===== src/rtl/sm_addsub_pkg.sv =====
package sm_addsub_pkg;

    typedef enum logic {
        SM_OP_ADD = 1'b0,
        SM_OP_SUB = 1'b1
    } sm_op_e;

    // Decisions taken from the two sign bits and the magnitude comparison
    typedef struct packed {
        logic sx;       // sign of X
        logic sy_eff;   // sign of Y after the subtract inversion
        logic same;     // effective signs agree
        logic sign;     // sign chosen for the result before zero cleanup
    } sm_ctl_t;

endpackage


===== src/rtl/sm_mag_cmp.sv =====
module sm_mag_cmp #(
    parameter int MW = 7
) (
    input  logic [MW-1:0] a_i,
    input  logic [MW-1:0] b_i,
    output logic          a_ge_b_o
);
    always_comb begin
        a_ge_b_o = (a_i >= b_i);
    end
endmodule


===== src/rtl/sm_mag_unit.sv =====
module sm_mag_unit #(
    parameter int MW = 7
) (
    input  logic [MW-1:0] a_i,
    input  logic [MW-1:0] b_i,
    input  logic          add_i,
    input  logic          a_ge_b_i,
    output logic [MW-1:0] mag_o,
    output logic          carry_o
);
    logic [MW:0]   sum_w;
    logic [MW-1:0] big_w;
    logic [MW-1:0] small_w;
    logic [MW-1:0] diff_w;

    always_comb begin
        sum_w   = {1'b0, a_i} + {1'b0, b_i};
        big_w   = a_ge_b_i ? a_i : b_i;
        small_w = a_ge_b_i ? b_i : a_i;
        diff_w  = big_w - small_w;
        if (add_i) begin
            mag_o   = sum_w[MW-1:0];
            carry_o = sum_w[MW];
        end else begin
            mag_o   = diff_w;
            carry_o = 1'b0;
        end
    end
endmodule


===== src/rtl/sm_result_pack.sv =====
module sm_result_pack #(
    parameter int WIDTH = 8,
    localparam int MW = WIDTH - 1
) (
    input  logic          sign_i,
    input  logic [MW-1:0] mag_i,
    output logic [WIDTH-1:0] word_o
);
    always_comb begin
        // A zero magnitude never carries a negative sign
        word_o = {sign_i & (|mag_i), mag_i};
    end
endmodule


===== src/rtl/sm_addsub.sv =====
module sm_addsub
    import sm_addsub_pkg::*;
#(
    parameter int WIDTH = 8
) (
    input  logic [WIDTH-1:0] opa_i,
    input  logic [WIDTH-1:0] opb_i,
    input  logic             sub_i,
    output logic [WIDTH-1:0] sum_o,
    output logic             ovf_o
);
    localparam int MW = WIDTH - 1;

    logic [MW-1:0] mag_x;
    logic [MW-1:0] mag_y;
    logic          x_ge_y;
    logic [MW-1:0] mag_r;
    logic          carry_r;
    sm_op_e        op_w;
    sm_ctl_t       ctl_d;

    assign mag_x = opa_i[MW-1:0];
    assign mag_y = opb_i[MW-1:0];
    assign op_w  = sm_op_e'(sub_i);

    sm_mag_cmp #(.MW(MW)) u_cmp (
        .a_i      (mag_x),
        .b_i      (mag_y),
        .a_ge_b_o (x_ge_y)
    );

    always_comb begin
        ctl_d        = '0;
        ctl_d.sx     = opa_i[WIDTH-1];
        ctl_d.sy_eff = opb_i[WIDTH-1] ^ (op_w == SM_OP_SUB);
        ctl_d.same   = (ctl_d.sx == ctl_d.sy_eff);
        if (ctl_d.same) begin
            ctl_d.sign = ctl_d.sx;
        end else begin
            ctl_d.sign = x_ge_y ? ctl_d.sx : ctl_d.sy_eff;
        end
    end

    sm_mag_unit #(.MW(MW)) u_mag (
        .a_i      (mag_x),
        .b_i      (mag_y),
        .add_i    (ctl_d.same),
        .a_ge_b_i (x_ge_y),
        .mag_o    (mag_r),
        .carry_o  (carry_r)
    );

    sm_result_pack #(.WIDTH(WIDTH)) u_pack (
        .sign_i (ctl_d.sign),
        .mag_i  (mag_r),
        .word_o (sum_o)
    );

    assign ovf_o = carry_r;

endmodule


===== config.mk =====
export PLATFORM = sky130hd
export DESIGN_NAME = sm_addsub
export DESIGN_NICKNAME = d
export VERILOG_FILES = /design/src/rtl/sm_addsub_pkg.sv /design/src/rtl/sm_mag_cmp.sv /design/src/rtl/sm_mag_unit.sv /design/src/rtl/sm_result_pack.sv /design/src/rtl/sm_addsub.sv
export SDC_FILE = /design/constraint.sdc
export NUM_CORES = 1
export LEC_CHECK = 0
export BUFFER_PORTS_ARGS = -buffer_cell sky130_fd_sc_hd__buf_4
export CAP_MARGIN = 20
export CELL_PAD_IN_SITES_DETAIL_PLACEMENT = 1
export CELL_PAD_IN_SITES_GLOBAL_PLACEMENT = 2
export CORE_ASPECT_RATIO = 1.4
export CORE_MARGIN = 5
export CORE_UTILIZATION = 27
export DETAILED_ROUTE_END_ITERATION = 7
export GPL_TIMING_DRIVEN = 0
export PLACE_DENSITY_LB_ADDON = 0.1
export SYNTH_ARGS = -nofsm -noshare
export SYNTH_HDL_FRONTEND = slang
export SYNTH_SLANG_ARGS = --single-unit

===== constraint.sdc =====
create_clock -name vclk -period 4.1
set_input_delay 0.82 -clock vclk [all_inputs]
set_output_delay 0.82 -clock vclk [all_outputs]
set_load 0.05 [all_outputs]

# ---- After elaboration in Yosys (flattened, before gate mapping)
# Cells that the tools add are included.
# W data, S select, Z words.
dict set report totals {
  regBits 0
  latch_bits 0
  mem_bits_rw 0
  rom_bits 0
  inputBits 17
  output_inout_bits 9
  wordCells 13
  mem_count 0
}
dict set report op_classes {
  n_addsub 2
  n_mul 0
  div 0
  order_cmp 1
  n_eq_ne 1
  shifts 0
  muxes 6
  bitwise 2
  reduce_logical 1
}
# op n
set ops {}
lappend ops {{$mux W7} 3}
lappend ops {{$add A7 B7 Y8} 1}
lappend ops {{$ge A7 B7 Y1} 1}
lappend ops {{$reduce_or A7 Y1} 1}
lappend ops {{$sub A7 B7 Y7} 1}
lappend ops {{$mux W1} 3}
lappend ops {{$and A1 B1 Y1} 1}
lappend ops {{$eq A1 B1 Y1} 1}
lappend ops {{$xor A1 B1 Y1} 1}

# ---- Depth between registers and ports, before layout
# Gate-level depths: netlist of run 1.
dict set report depth {
  ltp_word 6
  depth_mapped 15
}

# ---- Cells and area by module
# A second synthesis of run 1 with hierarchy kept.
dict set report unflattened {
  hier_cells 110
  hier_area_um2 845.8
}
# mod instances cells_per_inst area_per_inst_um2 seq_area_each_um2
set modules_own_cells {}
lappend modules_own_cells {sm_mag_unit 1 74 570.5 0.0}
lappend modules_own_cells {sm_mag_cmp 1 23 168.9 0.0}
lappend modules_own_cells {sm_result_pack 1 10 77.6 0.0}
lappend modules_own_cells {sm_addsub 1 3 28.8 0.0}

# ---- Worst setup path after synthesis of run 1
# Ideal clock, no wire load.
dict set report synth_timing {
  path_type {input to output}
  startpoint {in opb_i[4]}
  endpoint {out sum_o[7]}
  t_arrival_ns 4.156
  required_time_ns 3.280
  path_slack_ns -0.876
  path_stages 13
  n_path_buf 0
  path_cell_list {inv_1 > ha_1 > a21oi_1 > o21a_2 > o21a_2 > mux2i_1 > inv_1 > ha_1 > nand2_1 > o21ai_0 > or2b_2 > or4_1 > o31a_1}
}
dict set report synth_via {
  elab_chain_len 6
  word_cells_on_any_way 10
  classes_between {2 x add/sub; 1 x order compare; 5 x mux; 1 x bitwise; 1 x reduce/logical}
}
# item line_no
set synth_rtl {}
lappend synth_rtl {{start: declaration} sm_addsub.sv:7} ;# input logic [WIDTH-1:0] opb_i,
lappend synth_rtl {{$ge A7 B7 Y1 (*)} sm_mag_cmp.sv:9} ;# a_ge_b_o = (a_i >= b_i);
lappend synth_rtl {{$mux W7 (on tied branches)} {sm_mag_unit.sv:18, sm_mag_unit.sv:19}}
lappend synth_rtl {{$sub A7 B7 Y7 (*)} sm_mag_unit.sv:20} ;# diff_w = big_w - small_w;
lappend synth_rtl {{$mux W7 (*)} sm_mag_unit.sv:21} ;# if (add_i) begin
lappend synth_rtl {{via sum_o[1]} sm_addsub.sv:9} ;# output logic [WIDTH-1:0] sum_o,
lappend synth_rtl {{$reduce_or A7 Y1 (*)} sm_result_pack.sv:11} ;# word_o = {sign_i & (|mag_i), mag_i};
lappend synth_rtl {{$and A1 B1 Y1 (*)} sm_result_pack.sv:11}
lappend synth_rtl {{end: declaration} sm_addsub.sv:9}
# The timed path passes the listed nets; every way through them passes the cells marked *.

# ---- Worst setup path after layout of run 1
dict set report layout_timing {
  startpoint {in opb_i[2]}
  endpoint {out sum_o[7]}
}
dict set report layout_via {
  elab_chain_len 6
  word_cells_on_any_way 10
  classes_between {2 x add/sub; 1 x order compare; 5 x mux; 1 x bitwise; 1 x reduce/logical}
}
# item line_no
set layout_rtl {}
lappend layout_rtl {{$ge A7 B7 Y1} sm_mag_cmp.sv:9}
lappend layout_rtl {{$mux W7 (on tied branches)} {sm_mag_unit.sv:18, sm_mag_unit.sv:19}}
lappend layout_rtl {{$sub A7 B7 Y7} sm_mag_unit.sv:20}
lappend layout_rtl {{$mux W7} sm_mag_unit.sv:21}
lappend layout_rtl {{$reduce_or A7 Y1} sm_result_pack.sv:11}
lappend layout_rtl {{$and A1 B1 Y1 (*)} sm_result_pack.sv:11}
# Every way passes the cells marked *; elsewhere a longest branch is shown, timed or not.

==> results of run 1 <==
==> cell type report <==
class | count | area (µm²) | share of cell area [%]
multi-input combinational | 91 | 973.4 | 67.42
inverter | 17 | 71.32 | 4.939
timing repair buffer | 41 | 349.1 | 24.18
tap | 37 | 46.29 | 3.206
buffer | 1 | 3.754 | 0.2600
==> metrics by stage <==
step | power [µW] | worst slack [ns]
final | 378.6 | -0.4382
after global routing | 402.8 | -0.5365
after CTS | 373.3 | -0.4520
after detailed placement | 321.2 | -0.9448
after global placement | 318.4 | -0.9123
after floorplan | 235.4 | -0.4224
==> layer usage <==
layer | track usage, % | vias up | share of wire, %
met5 | 0 | - | 0
met4 | 1.055 | 0 | 0.93
met3 | 0.3431 | 2 | 1.4
met2 | 29.18 | 11 | 60
met1 | 13.68 | 430 | 37
li1 | - | 467 | -
==> power groups by stage <==
stage	Combinational (µW)	Clock, µW	Sequential, µW
floorplan	235	0	0
global placement	318	0	0
detailed placement	321	0	0
CTS	373	0	0
global route	403	0	0
finish	379	0	0
==> cells by family after synthesis <==
| kind of cell | count (synthesis) |
|---|---|
| muxes | 6 |
| AOI/OAI and AO/OA | 34 |
| buffers and inverters | 18 |
| and+or+nand+nor | 28 |
| xor gates and xnor gates | 7 |
| adders and majority gates | 16 |
==> path summary, 6_finish.rpt <==
path | end | slack (ns) | cells after the start
worst max-delay path | sum_o[7] | -0.44 | 17
worst min-delay path | sum_o[7] | 2.16 | 4
==> cell usage in the layout, fill, tap and decap left out, types with 3 or more instances in the layout <==
| cell | count |
|---|---|
| a21oi_1 | 5 |
| buf_4 | 34 |
| buf_6 | 3 |
| buf_8 | 4 |
| ha_1 | 7 |
| ha_4 | 7 |
| inv_1 | 11 |
| inv_2 | 3 |
| inv_4 | 3 |
| mux2i_1 | 3 |
| nand2_1 | 8 |
| nand2b_1 | 3 |
| nor2_1 | 7 |
| o21bai_1 | 4 |
==> timing repair <==
| item | in CTS | in global routing |
|---|---|---|
| gates cloned | 0 | 0 |
| gates resized for setup | 31 | 4 |
| setup buffers | 14 | 3 |
| endpoints found under the setup margin | 4 | 2 |
| pin swaps | 16 | 6 |
==> worst min-delay path: stages <==
cell    delay (ns)
buf_4         0.09
mux2_2        0.15
o31a_4        0.14
buf_8         0.13
==> results.txt, run 1 <==
Initial Utilization -> 28.35%
IO buf count -> 26
Post-Layout Cell Count -> 187
maximum single-stage delay on the critical path -> 0.53 ns
compound-gate portion of the synthesized area -> 31.75%
Overflow after GRT -> 0
switching fraction of total power -> 56.32%
Post-Place Cells -> 172
multiplexer share of the synthesized area -> 7.669%
warnings from Yosys -> 0
status -> complete, but fails checks
Comb power frac -> 100.0%
power share of the clock group -> 0%
pwr/cell area -> 262.2 mW/mm²
main combinational cell family by area after synthesis -> compound AO/OA/AOI/OAI gates
peak supply drop -> 0.1439 mV
Yosys top cell area share -> 23.01%
Slew HR -> 56.45%
layout cell share with drive strength beyond 1 -> 54.67%
antenna violations before repair -> 0
element type at the critical path start -> input pin
crit end category -> primary output
hold buffers post-CTS -> 0
GRT Total Usage -> 13.09%
post-synthesis instance total -> 109
Seq cells -> 0
RSZ-0062 raised after global routing -> yes
setup violators final -> 2
DIE HEIGHT -> 75.04 µm
routed length per instance -> 14.95 µm
endpoints failing hold -> 0
register share of total power -> 0%
fillcell total -> 355
Synth top cells by count -> inv_1 (17), ha_1 (15), nand2_1 (9), a21oi_1 (8), nor2_1 (7)
dpl hpwl -> 2215 µm
Core Box Area -> 0.002878 mm²
Max Slew Vio Count -> 0
DRT iter0 DRCs -> 7
Top delay family on crit path -> compound AO/OA/AOI/OAI gates
Final Instance Area -> 0.001444 mm²
Hold Path Class -> in2out
Mapped Nets -> 142
Detailed Routing Iterations Pass 1 -> 4
routability congestion estimate -> 0.7433
clock period minus final worst setup slack -> 4.538 ns
worst-margin pin slew -> 0.6510 ns
Reg area -> 0 µm²
CP startpoint -> opb_i[2]
first-pass GRT wire length -> 4554 µm
crit-path cells -> buf_8 -> inv_4 -> ha_4 -> nand2_2 -> o21a_4 -> o21a_4 -> mux2i_2 -> inv_1 -> ha_2 -> inv_2 -> o221ai_4 -> a21boi_2 -> o21ai_2 -> xnor2_4 -> or4_4 -> o31a_4 -> buf_8
Cell Area, Synth -> 815.8 µm²
num ports -> 26
Antenna diodes -> 0
fin util -> 50.17%
WS Path Type -> in2out
cell area after placement -> 0.001191 mm²
Crit path buffers/inverters -> 5
die extent in x -> 56.46 µm
CP max FO -> 4
count leader, synth -> inv_1
vias in the first global route -> 1029
largest net degree at the start of global routing -> 11
Synth Area in XOR/XNOR -> 7.515%
post-route antenna net violation count -> 0
drt drc -> 0
post-synthesis adder-cell area fraction -> 25.46%
MaxCap Viol Count -> 0
Int Pwr -> 165.3 µW
Simple-Gate Fraction of Synth Area -> 19.33%
slowest cell on the critical path -> or4_4
clock buffers -> 0
Vias/cell -> 4.866
num rows -> 23
Mean Syn Cell Area -> 7.484 µm²
sequential fraction of the synthesis area -> 0%
failing checks -> setup timing
post-synth cell types -> 39
routed wire length -> 2795 µm
NumNets Final -> 185
Max Fclk -> 220.4 MHz
crit share post-route -> 110.7%
Area Overhead vs Synth -> 76.99%
ranking of synthesized cells by area -> ha_1 (23%), inv_1 (7.8%), xnor2_1 (5.4%)
hold slack -> 2.156 ns
Crit path arrival time -> 3.72 ns
Psw -> 213.2 µW
hold path start -> opa_i[7]
LEAKAGE -> 0.0006394 µW
Synth area leader -> ha_1
Worst Setup Slack, final -> -0.4382 ns
vias after detailed routing -> 910
WP data required -> 3.28 ns
die area -> 0.004236 mm²
setup tns final -> -0.5448 ns
No activity file was read; power rests on OpenSTA's default activity.
==> run 2, diff against run 1 <==
BUFFER_PORTS_ARGS = -buffer_cell sky130_fd_sc_hd__buf_2   (was -buffer_cell sky130_fd_sc_hd__buf_4)
CORE_UTILIZATION = 25   (was 27)
==> run 2 against run 1 <==
  * The flow still finishes with violations (setup timing)
  * Sequential share of layout area is the same
  * Power is 8.3% lower
  * Die area is 6.7% higher
  * Non-clock buffer count shrank 1
  * Critical path type unchanged
==> results.txt, run 2 (synthesis results as in run 1) <==
IO buf count -> 26 (unchanged)
num rows -> 24 (+4.3%)
Core Box Area -> 0.003123 mm² (+8.5%)
die extent in x -> 58.28 µm (+3.2%)
crit share post-route -> 109.9% (-0.76 points)
Slew HR -> 58.05% (+1.6 points)
vias after detailed routing -> 909 (-0.11%)
routed length per instance -> 14.03 µm (-6.1%)
routability congestion estimate -> 0.7992 (+7.5%)
grt peak-use layer -> met2
worst-margin pin slew -> 0.6271 ns (-0.02391 ns)
most common cell after layout, fill and taps aside -> buf_2
power share of the clock group -> 0% (unchanged)
most frequent cells in the layout -> buf_2 (18), buf_4 (16), inv_1 (12), nand2_1 (8)
Vias/cell -> 4.835 (-0.64%)
DRT iter0 DRCs -> 8 (+1)
Hold Path Class -> in2out
failing checks -> setup timing
first-pass GRT wire length -> 4409 µm (-3.2%)
Overflow after GRT -> 0 (unchanged)
met2 Use GR -> 24.83% (-4.3 points)
hold slack -> 2.169 ns (+0.01376 ns)
vias in the first global route -> 983 (-4.5%)
pwr/cell area -> 251.5 mW/mm² (-4.1%)
die area -> 0.004522 mm² (+6.7%)
NumNets Final -> 184 (-0.54%)
MaxCap Viol Count -> 0 (unchanged)
fin util -> 44.19% (-6.0 points)
layout cell share with drive strength beyond 1 -> 53.02% (-1.6 points)
Crit path arrival time -> 3.69 ns (-0.03 ns)
routed wire length -> 2638 µm (-5.6%)
RSZ-0062 raised after global routing -> yes
element type at the critical path start -> input pin
Seq cells -> 0 (unchanged)
endpoints failing hold -> 0 (unchanged)
Reg area -> 0 µm² (unchanged)
Max Slew Vio Count -> 0 (unchanged)
status -> complete, but fails checks
Int Pwr -> 142.8 µW (-14%)
num ports -> 26 (unchanged)
Pwr Total -> 347.2 µW (-8.3%)
multi-input combinational cell area -> 960.9 µm² (-1.3%)
WS Path Type -> in2out
clock buffers -> 0 (unchanged)
drt drc -> 0 (unchanged)
LEAKAGE -> 0.0006169 µW (-3.5%)
Area Overhead vs Synth -> 69.17%
met3 Use GR -> 0.6645% (+0.32 points)
setup violators final -> 2 (unchanged)
post-route antenna net violation count -> 0 (unchanged)
antenna violations before repair -> 0 (unchanged)
peak supply drop -> 0.1475 mV (+2.5%)
Antenna diodes -> 0 (unchanged)
dpl hpwl -> 2228 µm (+0.58%)
DIE HEIGHT -> 77.59 µm (+3.4%)
Psw -> 204.4 µW (-4.1%)
Place WS -> -1.005 ns (-0.06053 ns)
GRT Total Usage -> 11.84% (-1.2 points)
Detailed Routing Iterations Pass 1 -> 4 (unchanged)
Worst Setup Slack, final -> -0.4071 ns (+0.03113 ns)
crit end category -> primary output
Initial Utilization -> 26.12% (-2.2 points)
clock period minus final worst setup slack -> 4.507 ns (-0.03113 ns)
Max Fclk -> 221.9 MHz (+0.69%)
switching fraction of total power -> 58.88% (+2.6 points)
WP data required -> 3.28 ns (about the same)
met1 Usage GRT -> 12.55% (-1.1 points)
CP max FO -> 4 (unchanged)
Comb power frac -> 100.0% (about the same)
hold buffers post-CTS -> 0 (unchanged)
largest net degree at the start of global routing -> 11 (unchanged)
register share of total power -> 0% (unchanged)
fillcell total -> 401 (+13%)
==> run 2: layer usage <==
layer  share of wire [%]  vias up
met4                 1.2        0
met5                   0        -
li1                    -      463
met3                 3.0        2
met1                  37      429
met2                  58       15
==> run 2: through the flow <==
step	std cells	TNS (ns)	area (µm²)
detailed placement	174	-1.723	1129
CTS	187	-0.4964	1369
global route	188	-0.6885	1380
finish	188	-0.4464	1380
floorplan	109	-0.4224	949.7
global placement	174	-1.487	1129
==> run 2: layout make-up <==
cell class / count / share of cell area [%]
multi-input combinational: 91 / 69.63
buffer: 1 / 0.2720
tap: 39 / 3.536
timing repair buffer: 40 / 21.21
inverter: 17 / 5.349
==> run 2: final timing paths <==
path	startpoint	endpoint	slack (ns)	cells past startpoint
worst max-delay path	opb_i[2]	sum_o[7]	-0.41	17
worst min-delay path	opa_i[7]	sum_o[7]	2.17	4
==> run 2: what timing repair did <==
| item | 4_1_cts | 5_1_grt |
|---|---|---|
| resized for setup | 39 | 1 |
| endpoints found under the hold margin | 0 | 0 |
| pin swaps | 16 | 3 |
| setup endpoints to repair | 4 | 2 |
| buffers inserted | 13 | 1 |
==> run 2: power groups by stage <==
stage	clock [µW]	sequential, µW	combinational, µW
after global routing	0	0	370
after detailed placement	0	0	304
after global placement	0	0	301
after CTS	0	0	350
final	0	0	347
after floorplan	0	0	235
==> run 2: worst max-delay path: stages <==
cell and delay, ns:
buf_8 0.08, inv_4 0.03, ha_4 0.29, nand2_4 0.06
o21a_4 0.23, o21a_4 0.23, mux2i_4 0.16, inv_1 0.06
ha_2 0.18, inv_2 0.04, o221ai_2 0.09, a21boi_2 0.19
o21ai_2 0.11, xnor2_4 0.14, or4_4 0.52, o31a_4 0.30
buf_8 0.15
==> run 3, diff against run 2 <==
clock period = 5.8 ns   (was 4.1 ns; I/O delays follow)
==> run 3 against run 2 <==
  * The run now ends clean
  * Final area down 26%
  * First-iteration DRC count up 110%
  * Cell count down 7.4%
  * Combinational power down 46%
  * Largest power group unchanged
  * Setup slack better by 0.67 ns
  * Flip-flop and latch count unchanged
  * Critical endpoint unchanged
  * Hold slack better by 0.68 ns
  * Highest routed layer unchanged
  * Wire length down 5.8%
  * Global-route usage down 0.56 points
  * Critical path depth unchanged
==> results.txt, run 3 (synthesis results as in run 1) <==
Initial Utilization -> 26.12% (unchanged)
fillcell total -> 404 (+0.75%)
crit end category -> primary output
Area Overhead vs Synth -> 25.15%
postcts setup bufs -> 0 (-13)
num rows -> 24 (unchanged)
Pwr Total -> 188.1 µW (-46%)
Crit path arrival time -> 4.37 ns (+0.68 ns)
fin util -> 32.69% (-11 points)
Critical Path Most Common Cell -> inv_1
max layer used -> met4
Max Fclk -> 180.7 MHz
post-route antenna net violation count -> 0 (unchanged)
DRT met1 WL -> 1029 µm (+4.5%)
status -> finished, final reports clean
crit share post-route -> 95.42%
crit-path cells -> buf_2 -> inv_1 -> ha_2 -> a21oi_2 -> o21a_2 -> o21a_4 -> mux2i_2 -> inv_1 -> ha_1 -> inv_1 -> o221ai_2 -> a21boi_2 -> o21ai_2 -> xnor2_1 -> or4_1 -> o31a_1 -> buf_2
GRT Total Usage -> 11.28% (-0.56 points)
die area -> 0.004522 mm² (unchanged)
NumNets Final -> 170 (-7.6%)
endpoints failing hold -> 0 (unchanged)
Crit path buffers/inverters -> 5 (unchanged)
slowest cell on the critical path -> or4_1
first-pass GRT wire length -> 4291 µm (-2.7%)
layout cell share with drive strength beyond 1 -> 33.33% (-20 points)
maximum single-stage delay on the critical path -> 0.56 ns (+0.04 ns)
Vias/cell -> 4.914 (+1.6%)
dpl hpwl -> 2201 µm (-1.2%)
vias after detailed routing -> 855 (-5.9%)
met3 routed wirelength -> 48 µm (-39%)
LEAKAGE -> 0.0004888 µW (-21%)
antenna violations before repair -> 0 (unchanged)
Core Box Area -> 0.003123 mm² (unchanged)
setup violators final -> 0 (-2)
clock buffers -> 0 (unchanged)
DRT iter0 DRCs -> 17 (+9)
Seq cells -> 0 (unchanged)
routability congestion estimate -> 0.7284 (-8.9%)
most frequent cells in the layout -> buf_2 (26), inv_1 (17), ha_1 (13), nand2_1 (9), nor2_1 (7)
most common cell after layout, fill and taps aside -> buf_2
routed length per instance -> 14.28 µm (+1.8%)
hold buffers post-CTS -> 0 (unchanged)
pwr/cell area -> 184.2 mW/mm² (-27%)
die extent in x -> 58.28 µm (unchanged)
num ports -> 26 (unchanged)
worst-margin pin slew -> 0.5500 ns (-0.07703 ns)
DIE HEIGHT -> 77.59 µm (unchanged)
MaxCap Viol Count -> 0 (unchanged)
RSZ-0062 raised after global routing -> no
WP data required -> 4.64 ns (+1.36 ns)
WS Path Type -> in2out
IO buf count -> 26 (unchanged)
clock period minus final worst setup slack -> 5.535 ns
setup tns final -> 0 ns (+0.4464 ns)
Max Slew Vio Count -> 0 (unchanged)
Hold Path Class -> in2out
largest net degree at the start of global routing -> 11 (unchanged)
Top delay family on crit path -> compound AO/OA/AOI/OAI gates
element type at the critical path start -> input pin
CP max FO -> 6 (+2)
Slew HR -> 63.21% (+5.2 points)
multi-input combinational cell area -> 774.5 µm² (-19%)
Hold Path Stages -> 4 (unchanged)
Reg area -> 0 µm² (unchanged)
Worst path depth -> 17 (unchanged)
Antenna diodes -> 0 (unchanged)
Overflow after GRT -> 0 (unchanged)
drt drc -> 0 (unchanged)
Detailed Routing Iterations Pass 1 -> 2 (-2)
WL met2 -> 1382 µm (-10%)
routed wire length -> 2485 µm (-5.8%)
vias in the first global route -> 980 (-0.31%)
peak supply drop -> 0.08428 mV (-43%)
run 3: worst paths after layout:
check / from / endpoint / slack [ns]
worst max-delay path: opb_i[4] / sum_o[7] / 0.27
worst min-delay path: opb_i[0] / sum_o[0] / 2.85
run 3: power breakdown:
| group | total (µW) | internal, µW | switching [µW] |
|---|---|---|---|
| clock | 0 | 0 | 0 |
| combinational | 188 | 60.8 | 127 |
| sequential | 0 | 0 | 0 |
run 3: layer usage:
layer  GRT usage [%]  up-vias
met5               0        -
met4               0        0
met3          0.1661        2
met2           22.60       11
met1           13.64      405
li1                -      437
run 3: layout make-up:
| class | count | share of cell area, % |
|---|---|---|
| Buffer | 1 | 0.3676 |
| Timing Repair Buffer | 26 | 12.75 |
| Inverter | 17 | 6.250 |
| Multi-Input combinational cell | 91 | 75.86 |
| Tap cell | 39 | 4.779 |
run 3: tightest hold or removal path, cell delays in order:
cell and delay (ns):
buf_2 0.11, ha_1 0.17, inv_1 0.04, buf_2 0.20
run 3: through the flow:
step	hold WS (ns)	cells	worst slack, ns	cell area, µm²
4_1_cts	2.856	174	0.04349	1002
3_5_place_dp	2.856	174	0.002578	994.7
5_1_grt	2.889	174	0.05228	1021
2_1_floorplan	2.659	109	0.1436	815.8
3_3_place_gp	2.836	174	0.01680	994.7
6_report	2.849	174	0.2655	1021
run 3: repair_timing:
action | in CTS | in global routing
endpoints found under the setup margin | 1 | 1
cloned | 0 | 0
resized for setup | 2 | 5
